## src/rtl/qpair_ptr_regs.sv

```systemverilog
module qpair_ptr_regs #(
  parameter int DEPTH      = 64,
  parameter int ELEM_BYTES = 64,
  parameter int AW         = 64,
  parameter int OFS_W      = 12
) (
  input  logic              clk,
  input  logic              rst_n,
  input  logic              bus_sel,
  input  logic              bus_wr,
  input  logic [OFS_W-1:0]  bus_addr,
  input  logic [31:0]       bus_wdata,
  output logic [31:0]       bus_rdata,
  input  logic [AW-1:0]     req_base,
  input  logic [AW-1:0]     rsp_base,
  input  logic              dev_req_consume,
  input  logic              dev_rsp_insert,
  input  logic              dev_req_done,
  input  logic              dev_done_force,
  input  logic              cfg_force_en,
  output logic              req_avail,
  output logic              rsp_full,
  output logic [AW-1:0]     req_head_addr,
  output logic [AW-1:0]     rsp_tail_addr,
  output logic              msi_pulse
);
  localparam int IDX_W = (DEPTH > 1) ? $clog2(DEPTH) : 1;
  localparam logic [OFS_W-1:0] OFS_RQH = OFS_W'(0);
  localparam logic [OFS_W-1:0] OFS_RQT = OFS_W'(4);
  localparam logic [OFS_W-1:0] OFS_RSH = OFS_W'(8);
  localparam logic [OFS_W-1:0] OFS_RST = OFS_W'(12);

  logic [IDX_W-1:0] rq_head, rq_tail, rs_head, rs_tail;

  wire host_wr   = bus_sel & bus_wr;
  wire host_rd   = bus_sel & ~bus_wr;
  wire wr_rqt    = host_wr & (bus_addr == OFS_RQT);
  wire wr_rsh    = host_wr & (bus_addr == OFS_RSH);
  wire rs_empty  = (rs_head == rs_tail);
  wire ins_ok    = dev_rsp_insert & ~rsp_full;
  wire cons_ok   = dev_req_consume & req_avail;
  wire force_hit = dev_req_done & dev_done_force & cfg_force_en;
  wire [IDX_W-1:0] wr_idx = bus_wdata[IDX_W-1:0];
  logic unused_hi;

  assign unused_hi     = ^bus_wdata[31:IDX_W];
  assign req_avail     = (rq_head != rq_tail);
  assign rsp_full      = ((rs_tail + IDX_W'(1)) == rs_head);
  assign req_head_addr = req_base + AW'(rq_head) * AW'(ELEM_BYTES);
  assign rsp_tail_addr = rsp_base + AW'(rs_tail) * AW'(ELEM_BYTES);

  always_comb begin
    bus_rdata = '0;
    if (host_rd) begin
      case (bus_addr)
        OFS_RQH: bus_rdata = 32'(rq_head);
        OFS_RQT: bus_rdata = 32'(rq_tail);
        OFS_RSH: bus_rdata = 32'(rs_head);
        OFS_RST: bus_rdata = 32'(rs_tail);
        default: bus_rdata = '0;
      endcase
    end
  end

  always_ff @(posedge clk) begin
    if (!rst_n) begin
      rq_head   <= '0;
      rq_tail   <= '0;
      rs_head   <= '0;
      rs_tail   <= '0;
      msi_pulse <= 1'b0;
    end else begin
      if (cons_ok) rq_head <= rq_head + IDX_W'(1);
      if (wr_rqt)  rq_tail <= wr_idx;
      if (wr_rsh)  rs_head <= wr_idx;
      if (ins_ok)  rs_tail <= rs_tail + IDX_W'(1);
      msi_pulse <= (ins_ok & rs_empty) | force_hit;
    end
  end
endmodule

```

## config.mk

```make
export PLATFORM = sky130hd
export DESIGN_NAME = qpair_ptr_regs
export DESIGN_NICKNAME = d
export VERILOG_FILES = /design/src/rtl/qpair_ptr_regs.sv
export SDC_FILE = /design/constraint.sdc
export NUM_CORES = 1
export LEC_CHECK = 0
export BUFFER_PORTS_ARGS = -buffer_cell sky130_fd_sc_hd__buf_2
export CORE_ASPECT_RATIO = 1.2
export CORE_MARGIN = 2
export CORE_UTILIZATION = 25
export CTS_BUF_LIST = sky130_fd_sc_hd__clkbuf_2 sky130_fd_sc_hd__clkbuf_4 sky130_fd_sc_hd__clkbuf_8
export DETAILED_ROUTE_END_ITERATION = 10
export GPL_ROUTABILITY_DRIVEN = 0
export SKIP_CTS_REPAIR_TIMING = 1
export SLEW_MARGIN = 40
export SYNTH_ARGS = -nofsm -noshare
export SYNTH_HDL_FRONTEND = slang
export SYNTH_SLANG_ARGS = --single-unit
export TNS_END_PERCENT = 100
```

## constraint.sdc

```tcl
create_clock -name clk -period 3.2 [get_ports clk]
set_input_delay 0.48 -clock clk [delete_from_list [all_inputs] [get_ports clk]]
set_output_delay 0.48 -clock clk [all_outputs]
set_load 0.1 [all_outputs]
```

=== Word level (Yosys, flattened, before mapping) ===
Index checks and enable logic that the tools add are counted.

* $add $sub $neg: 4
* Equal/unequal tests: 6
* Multiplexer cells: 2
* Bitwise operators: 12
* Reduce and logical (&&, ||, !) cells: 1

{| class="wikitable"
|+ Operator list
! operator !! number
|-
| $add A64 B12 Y64 || 2
|-
| $eq A12 B4 Y1 const B || 2
|-
| $pmux W6 S4 || 1
|-
| $add A6 B1 Y6 const B || 2
|-
| $eq A12 B3 Y1 const B || 1
|-
| $eq A6 B6 Y1 || 2
|-
| $logic_not A12 Y1 || 1
|-
| $and A1 B1 Y1 || 9
|-
| $mux W6 || 1
|-
| $ne A6 B6 Y1 || 1
|-
| $not A1 Y1 || 2
|-
| $or A1 B1 Y1 || 1
|}

* Register bits after elaboration: 25
* Input bits: 181
* Output and inout bits: 163
* Logic and storage cells: 30

=== Depth between registers and ports, before layout ===
Gate-level depths: netlist of the first run.

* Depth after elaboration: 6
* Gate-level depth with buffers: 9

=== Worst setup path after synthesis of the first run ===
No wires, ideal clock.

* Kind: input-to-output
* Start point: in req_base[6]
* End point: out req_head_addr[50]
* Arrival time: 3694 ps
* Data required time: 2720 ps
* Slack: -974 ps
* Stages on the path: 9
* Buffers on the path: 1
* Cell sequence: ha_1 inv_1 fa_1 nor2b_1 o31a_2 o311ai_2 clkbuf_1 nor3_1 xnor2_1

* Cells in the longest elaborated chain, start to end: 1

{| class="wikitable"
|+ Ends and longest elaborated chain
! item !! line !! RTL
|-
| start, declared || 14 || <nowiki>input logic [AW-1:0] req_base,</nowiki>
|-
| $add A64 B12 Y64 || 49 || <nowiki>assign req_head_addr = req_base + AW'(rq_head) * AW'(ELEM_BYTES);</nowiki>
|-
| end, declared || 23 || <nowiki>output logic [AW-1:0] req_head_addr,</nowiki>
|}

No other way between the ends.

=== Worst setup path in the final report of the first run ===
* Start point: reg rs_tail[0]
* End point: out rsp_tail_addr[52]

* Cells in the longest elaborated chain, start to end: 1

{| class="wikitable"
|+ Ends and longest elaborated chain
! item !! line !! RTL
|-
| start, declared || 33 || <nowiki>logic [IDX_W-1:0] rq_head, rq_tail, rs_head, rs_tail;</nowiki>
|-
| start signal, assigned || 76 || <nowiki>if (ins_ok) rs_tail <= rs_tail + IDX_W'(1);</nowiki>
|-
| $add A64 B12 Y64 || 50 || <nowiki>assign rsp_tail_addr = rsp_base + AW'(rs_tail) * AW'(ELEM_BYTES);</nowiki>
|-
| end, declared || 24 || <nowiki>output logic [AW-1:0] rsp_tail_addr,</nowiki>
|}

No other way between the ends.

==> flow_summary.toml, run 1 <==
[outcome]
status = "completed"

[yosys]
syn_area_sq_mm = 0.00454
synth_simple_gate_area_share = 0.325
postSynthRegisterBits = 25
synthFlopType = "sky130_fd_sc_hd__dfxtp_1"
synth_async_sr_flop_share = 0
post-synth-top-area-fraction = 0.133
post_synthesis_xor_xnor_area_fraction = 0.245
synth_seq_area_share = 0.110
post_synth.cell_area_avg_sq_um = 7.35
synth_top_area_cell = "sky130_fd_sc_hd__xor2_1"
synth-compound-area-share = 0.122
synthDistinctLibCells = 63
synth_top_family_by_area = "simple AND/OR/NAND/NOR gates"
synth-edff-count = 0
share_of_synthesized_cell_area_in_full_adder_half_adder_and_majority_cells = 0.0474
synthTopCellsByArea = "sky130_fd_sc_hd__xor2_1 (13%), sky130_fd_sc_hd__xnor2_1 (11%), sky130_fd_sc_hd__dfxtp_1 (11%)"
synth.area.mux_share = 0.0441
synth_cells = 618
yosysWarnings = 0

[worst_setup_path]
cp_top_family = "buffers and inverters"
timing.critical_path.cells = "ha_4, inv_2, fa_2, nor2b_2, o31a_1, buf_6, o21ai_4, buf_6, a211oi_2, buf_4, xor2_4, buf_12"
timing.critical_path.slowest_cell_delay_ns = 0.37
cp.required_ns = 2.72
cp_num_buf_inv = 5
cp-end-kind = "output port"
cp.arrival_ns = 2.66
critical_path.max_fanout = 6
crit_top_cell = "sky130_fd_sc_hd__buf_6"
worst_path_class_setup = "register to output port"
critPathLaunchType = "register"
timing.critical_path.slowest_stage_cell = "sky130_fd_sc_hd__dfxtp_2"

[sta]
achievable-frequency_ghz = 0.319
finalSetupTns_ns = 0
rsz_0062_raised_after_global_routing = "yes"
hold_violations = 0
max_slew_margin = 0.612
setup_viol_count_final = 0
layout_worst_path_cycle_share = 0.981
fin_hold_ws_ns = 0.435
final_critical_path_setup_slack_ns = 0.0609
finalMaxSlewViolations = 0
layout_min_cycle_time_ns = 3.14
timing.clock.skew_ns = 0.00145
worst_pin_slew_ns = 0.580

[detailed_routing]
via_count = 5633
detail_route.vias_per_cell = 4.83
route.detailed.wl_per_inst_microns = 15.6
first_pass_iters = 5
drc = 0
drt-initial-drc-count = 123
routed_wl_microns = 18200
final_antenna_net_count = 0

[clock_tree]
htree_levels = 1
cts_made_buffers = 3
cts.clk_slew.worst_paths_ns = 0.09
insertion_delay_ns = 0.28
cts.sink_count = 25
cts.path.max_buffers = 2
tritoncts_clock_tree = "yes"
cts-root-buf = "sky130_fd_sc_hd__clkbuf_8"

[placement]
worst_slack_at_placement_ns = -0.108
place.port_buffers = 267
hpwl_microns = 15900
post_dp_cell_area_sq_mm = 0.00949
total_placed_cells_including_tap_cells = 1155

[grt]
grt_pass1_wl_microns = 27100
gr-usage-all-layers = 0.174
largest_net_degree_at_the_start_of_global_routing = 34
globalRouteOverflowTotal = 0
first_global_vias = 5400
grt_antenna_before_repair = 2

[job]
number_of_maximum_capacitance_violations = 0

[cells_and_area]
final_common_cell = "sky130_fd_sc_hd__buf_2"
layout.cell_area.non_filler_sq_mm = 0.00981
proportion_of_layout_cells_with_a_drive_suffix_above_1 = 0.544
finalNetCount = 1139
fill_cells = 1624
area_delta_synth_final_pct = 116
layout_common_cells = "sky130_fd_sc_hd__buf_2 (157), sky130_fd_sc_hd__buf_12 (112), sky130_fd_sc_hd__buf_4 (74)"
final-instance-count-excl-fill = 1167

[pwr]
power.net_switching_mw = 1.23
power.switching_fraction = 0.575
power.share.combinational = 0.752
seq_power_share = 0.150
peakVddDrop_mv = 0.206
clock_power_share = 0.098
cellPowerDensity_mw_per_mm2 = 218
p_leak_nw = 4.19
intPower_mw = 0.909

[floorplan]
start_util = 0.253
placementRows = 54
core_area_sq_mm = 0.0180
die_height_microns = 152
die_area_sq_mm = 0.0193
boundaryPins = 344
die_w_microns = 127

[worst_hold_path]
hold_path_class = "input port to register"
## power groups by stage
stage | sequential, mW | combinational [mW] | clock [mW]
floorplan | 0.341 | 1.11 | 0
global placement | 0.326 | 1.59 | 0
detailed placement | 0.326 | 1.60 | 0
CTS | 0.319 | 1.60 | 0.214
global route | 0.321 | 1.66 | 0.228
finish | 0.320 | 1.61 | 0.210
## synthesized netlist by cell type (12+ instances only)
| master | n |
|---|---|
| sky130_fd_sc_hd__dfxtp_1 | 25 |
| sky130_fd_sc_hd__nand4_1 | 27 |
| sky130_fd_sc_hd__a21oi_1 | 20 |
| sky130_fd_sc_hd__xor2_1 | 69 |
| sky130_fd_sc_hd__nand3_1 | 30 |
| sky130_fd_sc_hd__nor2_1 | 29 |
| sky130_fd_sc_hd__nor3_1 | 30 |
| sky130_fd_sc_hd__ha_1 | 14 |
| sky130_fd_sc_hd__nor2b_1 | 15 |
| sky130_fd_sc_hd__inv_1 | 33 |
| sky130_fd_sc_hd__mux2i_1 | 20 |
| sky130_fd_sc_hd__xnor2_1 | 58 |
| sky130_fd_sc_hd__nor4_1 | 30 |
| sky130_fd_sc_hd__nand2_1 | 52 |
| sky130_fd_sc_hd__a22oi_1 | 12 |
| sky130_fd_sc_hd__buf_4 | 38 |
## registers in the layout, indices dropped and copies added (netlist names)
signal,cells
msi_pulse,1
rs_head,6
rs_tail,6
rq_head,6
rq_tail,6
## through the flow
| step | util | power, mW |
|---|---|---|
| 2_1_floorplan | - | 1.45 |
| 3_3_place_gp | 0.527 | 1.92 |
| 3_5_place_dp | 0.528 | 1.93 |
| 4_1_cts | 0.531 | 2.14 |
| 5_1_grt | 0.546 | 2.21 |
| 6_report | 0.546 | 2.14 |
## worst register-to-register path, stage by stage (launching register included)
cell	delay [ns]
sky130_fd_sc_hd__dfxtp_2	0.35
sky130_fd_sc_hd__buf_4	0.17
sky130_fd_sc_hd__ha_1	0.25
sky130_fd_sc_hd__nand2b_1	0.17
sky130_fd_sc_hd__a21oi_1	0.16
sky130_fd_sc_hd__o32ai_1	0.10
sky130_fd_sc_hd__buf_4	0.16
sky130_fd_sc_hd__a21boi_1	0.27
sky130_fd_sc_hd__mux2i_1	0.22
## cells by family after synthesis
family | Yosys count
multiplexers | 20
AND/OR/NAND/NOR | 264
AO/OA/AOI/OAI | 78
buffers and inverters | 87
other | 1
XOR/XNOR | 127
adder cells (fa/ha/maj) | 16
flip-flops | 25
## path summary, 6_finish.rpt
kind	startpoint	end	slack, ns	cells after the start
worst min-delay path	dev_done_force	msi_pulse	0.44	3
worst max-delay path	rs_tail[0]	rsp_tail_addr[52]	0.06	12
worst max register to register	rs_tail[0]	rs_tail[1]	1.28	8
worst min register to register	rs_tail[5]	rs_tail[5]	0.53	2
## layout make-up
type | count | area [sq um] | area share
multi-input cells | 531 | 5220 | 0.532
repair buffers | 347 | 3630 | 0.370
flip-flops and latches | 25 | 504 | 0.0514
well taps | 224 | 280 | 0.0286
inverters | 34 | 128 | 0.0130
clock buffers | 4 | 48.8 | 0.00497
diodes | 2 | 5.00 | 0.000510
## metal layers
| metal | vias to the layer above | wire length, microns | GRT usage |
|---|---|---|---|
| li1 | 2742 | - | - |
| met5 | - | 0 | 0 |
| met2 | 190 | 10100 | 0.336 |
| met4 | 0 | 470 | 0.0571 |
| met1 | 2672 | 6770 | 0.200 |
| met3 | 29 | 938 | 0.0179 |
Power figures use the tool's default switching activity.
==> run 2, diff against run 1 <==
--- a/config.mk
+++ b/config.mk
@@ -5,6 +5,7 @@
 export SDC_FILE = /design/constraint.sdc
 export NUM_CORES = 1
 export LEC_CHECK = 0
+export ABC_AREA = 1
 export BUFFER_PORTS_ARGS = -buffer_cell sky130_fd_sc_hd__buf_2
 export CORE_ASPECT_RATIO = 1.2
 export CORE_MARGIN = 2
@@ -12,7 +13,9 @@
 export CTS_BUF_LIST = sky130_fd_sc_hd__clkbuf_2 sky130_fd_sc_hd__clkbuf_4 sky130_fd_sc_hd__clkbuf_8
 export DETAILED_ROUTE_END_ITERATION = 10
 export GPL_ROUTABILITY_DRIVEN = 0
+export PLACE_DENSITY = 0.57
 export SKIP_CTS_REPAIR_TIMING = 1
+export SKIP_LAST_GASP = 1
 export SLEW_MARGIN = 40
 export SYNTH_ARGS = -nofsm -noshare
 export SYNTH_HDL_FRONTEND = slang
==> run 2 against run 1 <==
Against the previous run:
- count of clock-buffer cells in the layout decreased by 1
- register-to-register slack improved by 0.19 ns
- sequential share of layout area barely moved
- die area is 36% higher
- first-iteration DRC count grew to 3.8 times the previous value
- critical path type unchanged
- clock power decreased by 7%
- worst hold slack gained 0.022 ns
- maximum frequency up 4.1%
- cell area about the same
- largest cell class unchanged
- global-route usage increased by 2.0 points
==> flow_summary.toml, run 2 <==
[worst_setup_path]
cp_top_family = "simple AND/OR/NAND/NOR gates"
worst_path_class_setup = "register to output port"
cp-end-kind = "output port"
setup_slack_of_the_most_critical_reg_to_reg_path_ns = 1.47
cp.arrival_ns = 2.54
timing.critical_path.cells = "ha_1, inv_1, fa_1, inv_1, nand3_1, nand2_2, nand2_1, nand2_2, nand3_1, nor2_2, xor2_4, buf_12"
critical_path.max_fanout = 5
reg2reg_launch_point = "rs_tail[0]"
critPathLaunchType = "register"
worst_reg2reg_endpoint = "rs_tail[5]"
cp_num_buf_inv = 3
worst-r2r-cell-count = 11
cp.required_ns = 2.72
timing.critical_path.slowest_cell_delay_ns = 0.41
timing.critical_path.slowest_stage_cell = "sky130_fd_sc_hd__fa_1"

[floorplan]
die_w_microns = 148
placementRows = 63
die_height_microns = 177
start_util = 0.253
core_area_sq_mm = 0.0246
boundaryPins = 344
die_area_sq_mm = 0.0262

[job]
number_of_maximum_capacitance_violations = 0

[sta]
finalMaxSlewViolations = 0
hold_violations = 0
setup_viol_count_final = 0
achievable-frequency_ghz = 0.332
rsz_0062_raised_after_global_routing = "no"
layout_min_cycle_time_ns = 3.02
fin_hold_ws_ns = 0.457
timing.clock.skew_ns = 0.00483
layout_worst_path_cycle_share = 0.943

[detailed_routing]
routed_wl_microns = 26700
route.detailed.wl_per_inst_microns = 15.5
first_pass_iters = 7
wl_met2_microns = 13600
drc = 0
met1_length_microns = 10000
detail_route.vias_per_cell = 4.72
via_count = 8151
final_antenna_net_count = 0
routed-wl-met3_microns = 1800
drt-initial-drc-count = 463
highest_layer = "met4"

[clock_tree]
htree_levels = 1
insertion_delay_ns = 0.27
cts.clk_slew.worst_paths_ns = 0.09
tritoncts_clock_tree = "yes"
cts_made_buffers = 3
cts.path.max_buffers = 2
cts-root-buf = "sky130_fd_sc_hd__clkbuf_8"
cts.sink_count = 25

[grt]
largest_net_degree_at_the_start_of_global_routing = 17
first_global_vias = 7944
grt_pass1_wl_microns = 40400
globalRouteOverflowTotal = 0
gr-usage-all-layers = 0.194
grt_antenna_before_repair = 0

[cells_and_area]
final-instance-count-excl-fill = 1726
fill_cells = 2619
proportion_of_layout_cells_with_a_drive_suffix_above_1 = 0.316
area_delta_synth_final_pct = 57.8
ant_diodes = 0
layout_common_cells = "sky130_fd_sc_hd__nand2_1 (314), sky130_fd_sc_hd__buf_2 (187), sky130_fd_sc_hd__inv_1 (153)"
finalNetCount = 1599
final_common_cell = "sky130_fd_sc_hd__nand2_1"
final_core_util = 0.399
layout.cell_area.non_filler_sq_mm = 0.00982

[yosys]
syn_area_sq_mm = 0.00622
synth_async_sr_flop_share = 0
synthFlopType = "sky130_fd_sc_hd__dfxtp_1"
postSynthRegisterBits = 25
yosysWarnings = 0
synth_cells = 1130
synth_top_area_cell = "sky130_fd_sc_hd__nand2_1"
synth.cells.most_frequent = "sky130_fd_sc_hd__nand2_1 (315), sky130_fd_sc_hd__inv_1 (153), sky130_fd_sc_hd__nor2_1 (145)"
post_synth.cell_area_avg_sq_um = 5.51
cell_with_the_most_instances_after_synthesis = "sky130_fd_sc_hd__nand2_1"
synth_seq_area_share = 0.0805
synthDistinctLibCells = 42
post-synth-top-area-fraction = 0.190
synthTopCellsByArea = "sky130_fd_sc_hd__nand2_1 (19%), sky130_fd_sc_hd__xor2_1 (11%), sky130_fd_sc_hd__inv_1 (9.2%)"
synth-edff-count = 0

[worst_hold_path]
hold-path-cell-count = 3
min-delay-start = "dev_done_force"
hold_path_class = "input port to register"
hold_path_end = "msi_pulse"

[pwr]
finalPower_mw = 2.24
p_leak_nw = 4.58
cellPowerDensity_mw_per_mm2 = 229
peakVddDrop_mv = 0.180

[placement]
total_placed_cells_including_tap_cells = 1715
post_dp_cell_area_sq_mm = 0.00969
place.port_buffers = 267
hpwl_microns = 24100

[outcome]
status = "completed"
run 2: cell types whose count changed after synthesis, sizes merged, moves of 32 or more:
cell and delta:
inv +124, nand2 +283, nand3 +67, nor2 +132, nor4 -32, xnor2 -37
run 2: power breakdown:
group | switching, mW | internal, mW
sequential | 0.00666 | 0.320
clock | 0.108 | 0.0884
combinational | 1.29 | 0.437
total | 1.40 | 0.845
run 2: cell families (layout without fill, tap and decap cells):
family,count (synthesis),after routing,synth area share
XOR/XNOR,98,98,0.138
other,1,26,0.000603
AO/OA/AOI/OAI,78,78,0.0698
buffers and inverters,205,451,0.149
adder cells (fa/ha/maj),16,16,0.0346
flip-flops,25,25,0.0805
AND/OR/NAND/NOR,707,707,0.528
run 2: area by class of cell:
| class | instances | area, sq um | share of cell area |
|---|---|---|---|
| timing repair buffer | 288 | 2700 | 0.274 |
| clock inverter | 1 | 7.51 | 0.000765 |
| inverter | 159 | 597 | 0.0608 |
| clock buffer | 3 | 41.3 | 0.00420 |
| sequential | 25 | 502 | 0.0511 |
| multi-input combinational | 925 | 5570 | 0.567 |
| tap | 325 | 407 | 0.0414 |
run 2: layer usage:
metal	track usage	up-vias
li1	-	4021
met1	0.215	3674
met2	0.369	381
met3	0.0229	75
met4	0.0829	0
met5	0	-
run 2: through the flow:
stage | TNS (ns) | worst slack, ns
5_1_grt | 0 | 0.00134
3_3_place_gp | 0 | 0.142
6_report | 0 | 0.184
2_1_floorplan | -1.18 | -0.551
3_5_place_dp | 0 | 0.0804
4_1_cts | -0.0215 | -0.0215
run 2: how the worst max path moves through the flow:
stage / cells after the start / from / to
3_5_place_dp: 13 / rsp_base[6] / rsp_tail_addr[52]
2_1_floorplan: 10 / rsp_base[6] / rsp_tail_addr[20]
6_report: 12 / rs_tail[0] / rsp_tail_addr[52]
5_1_grt: 12 / rs_tail[0] / rsp_tail_addr[52]
3_3_place_gp: 13 / rsp_base[6] / rsp_tail_addr[52]
4_1_cts: 12 / rs_tail[0] / rsp_tail_addr[52]
run 2: tightest hold or removal path, cell delays in order:
cell and delay (ns):
sky130_fd_sc_hd__buf_2 0.09, sky130_fd_sc_hd__nand3_1 0.05, sky130_fd_sc_hd__a21oi_1 0.06
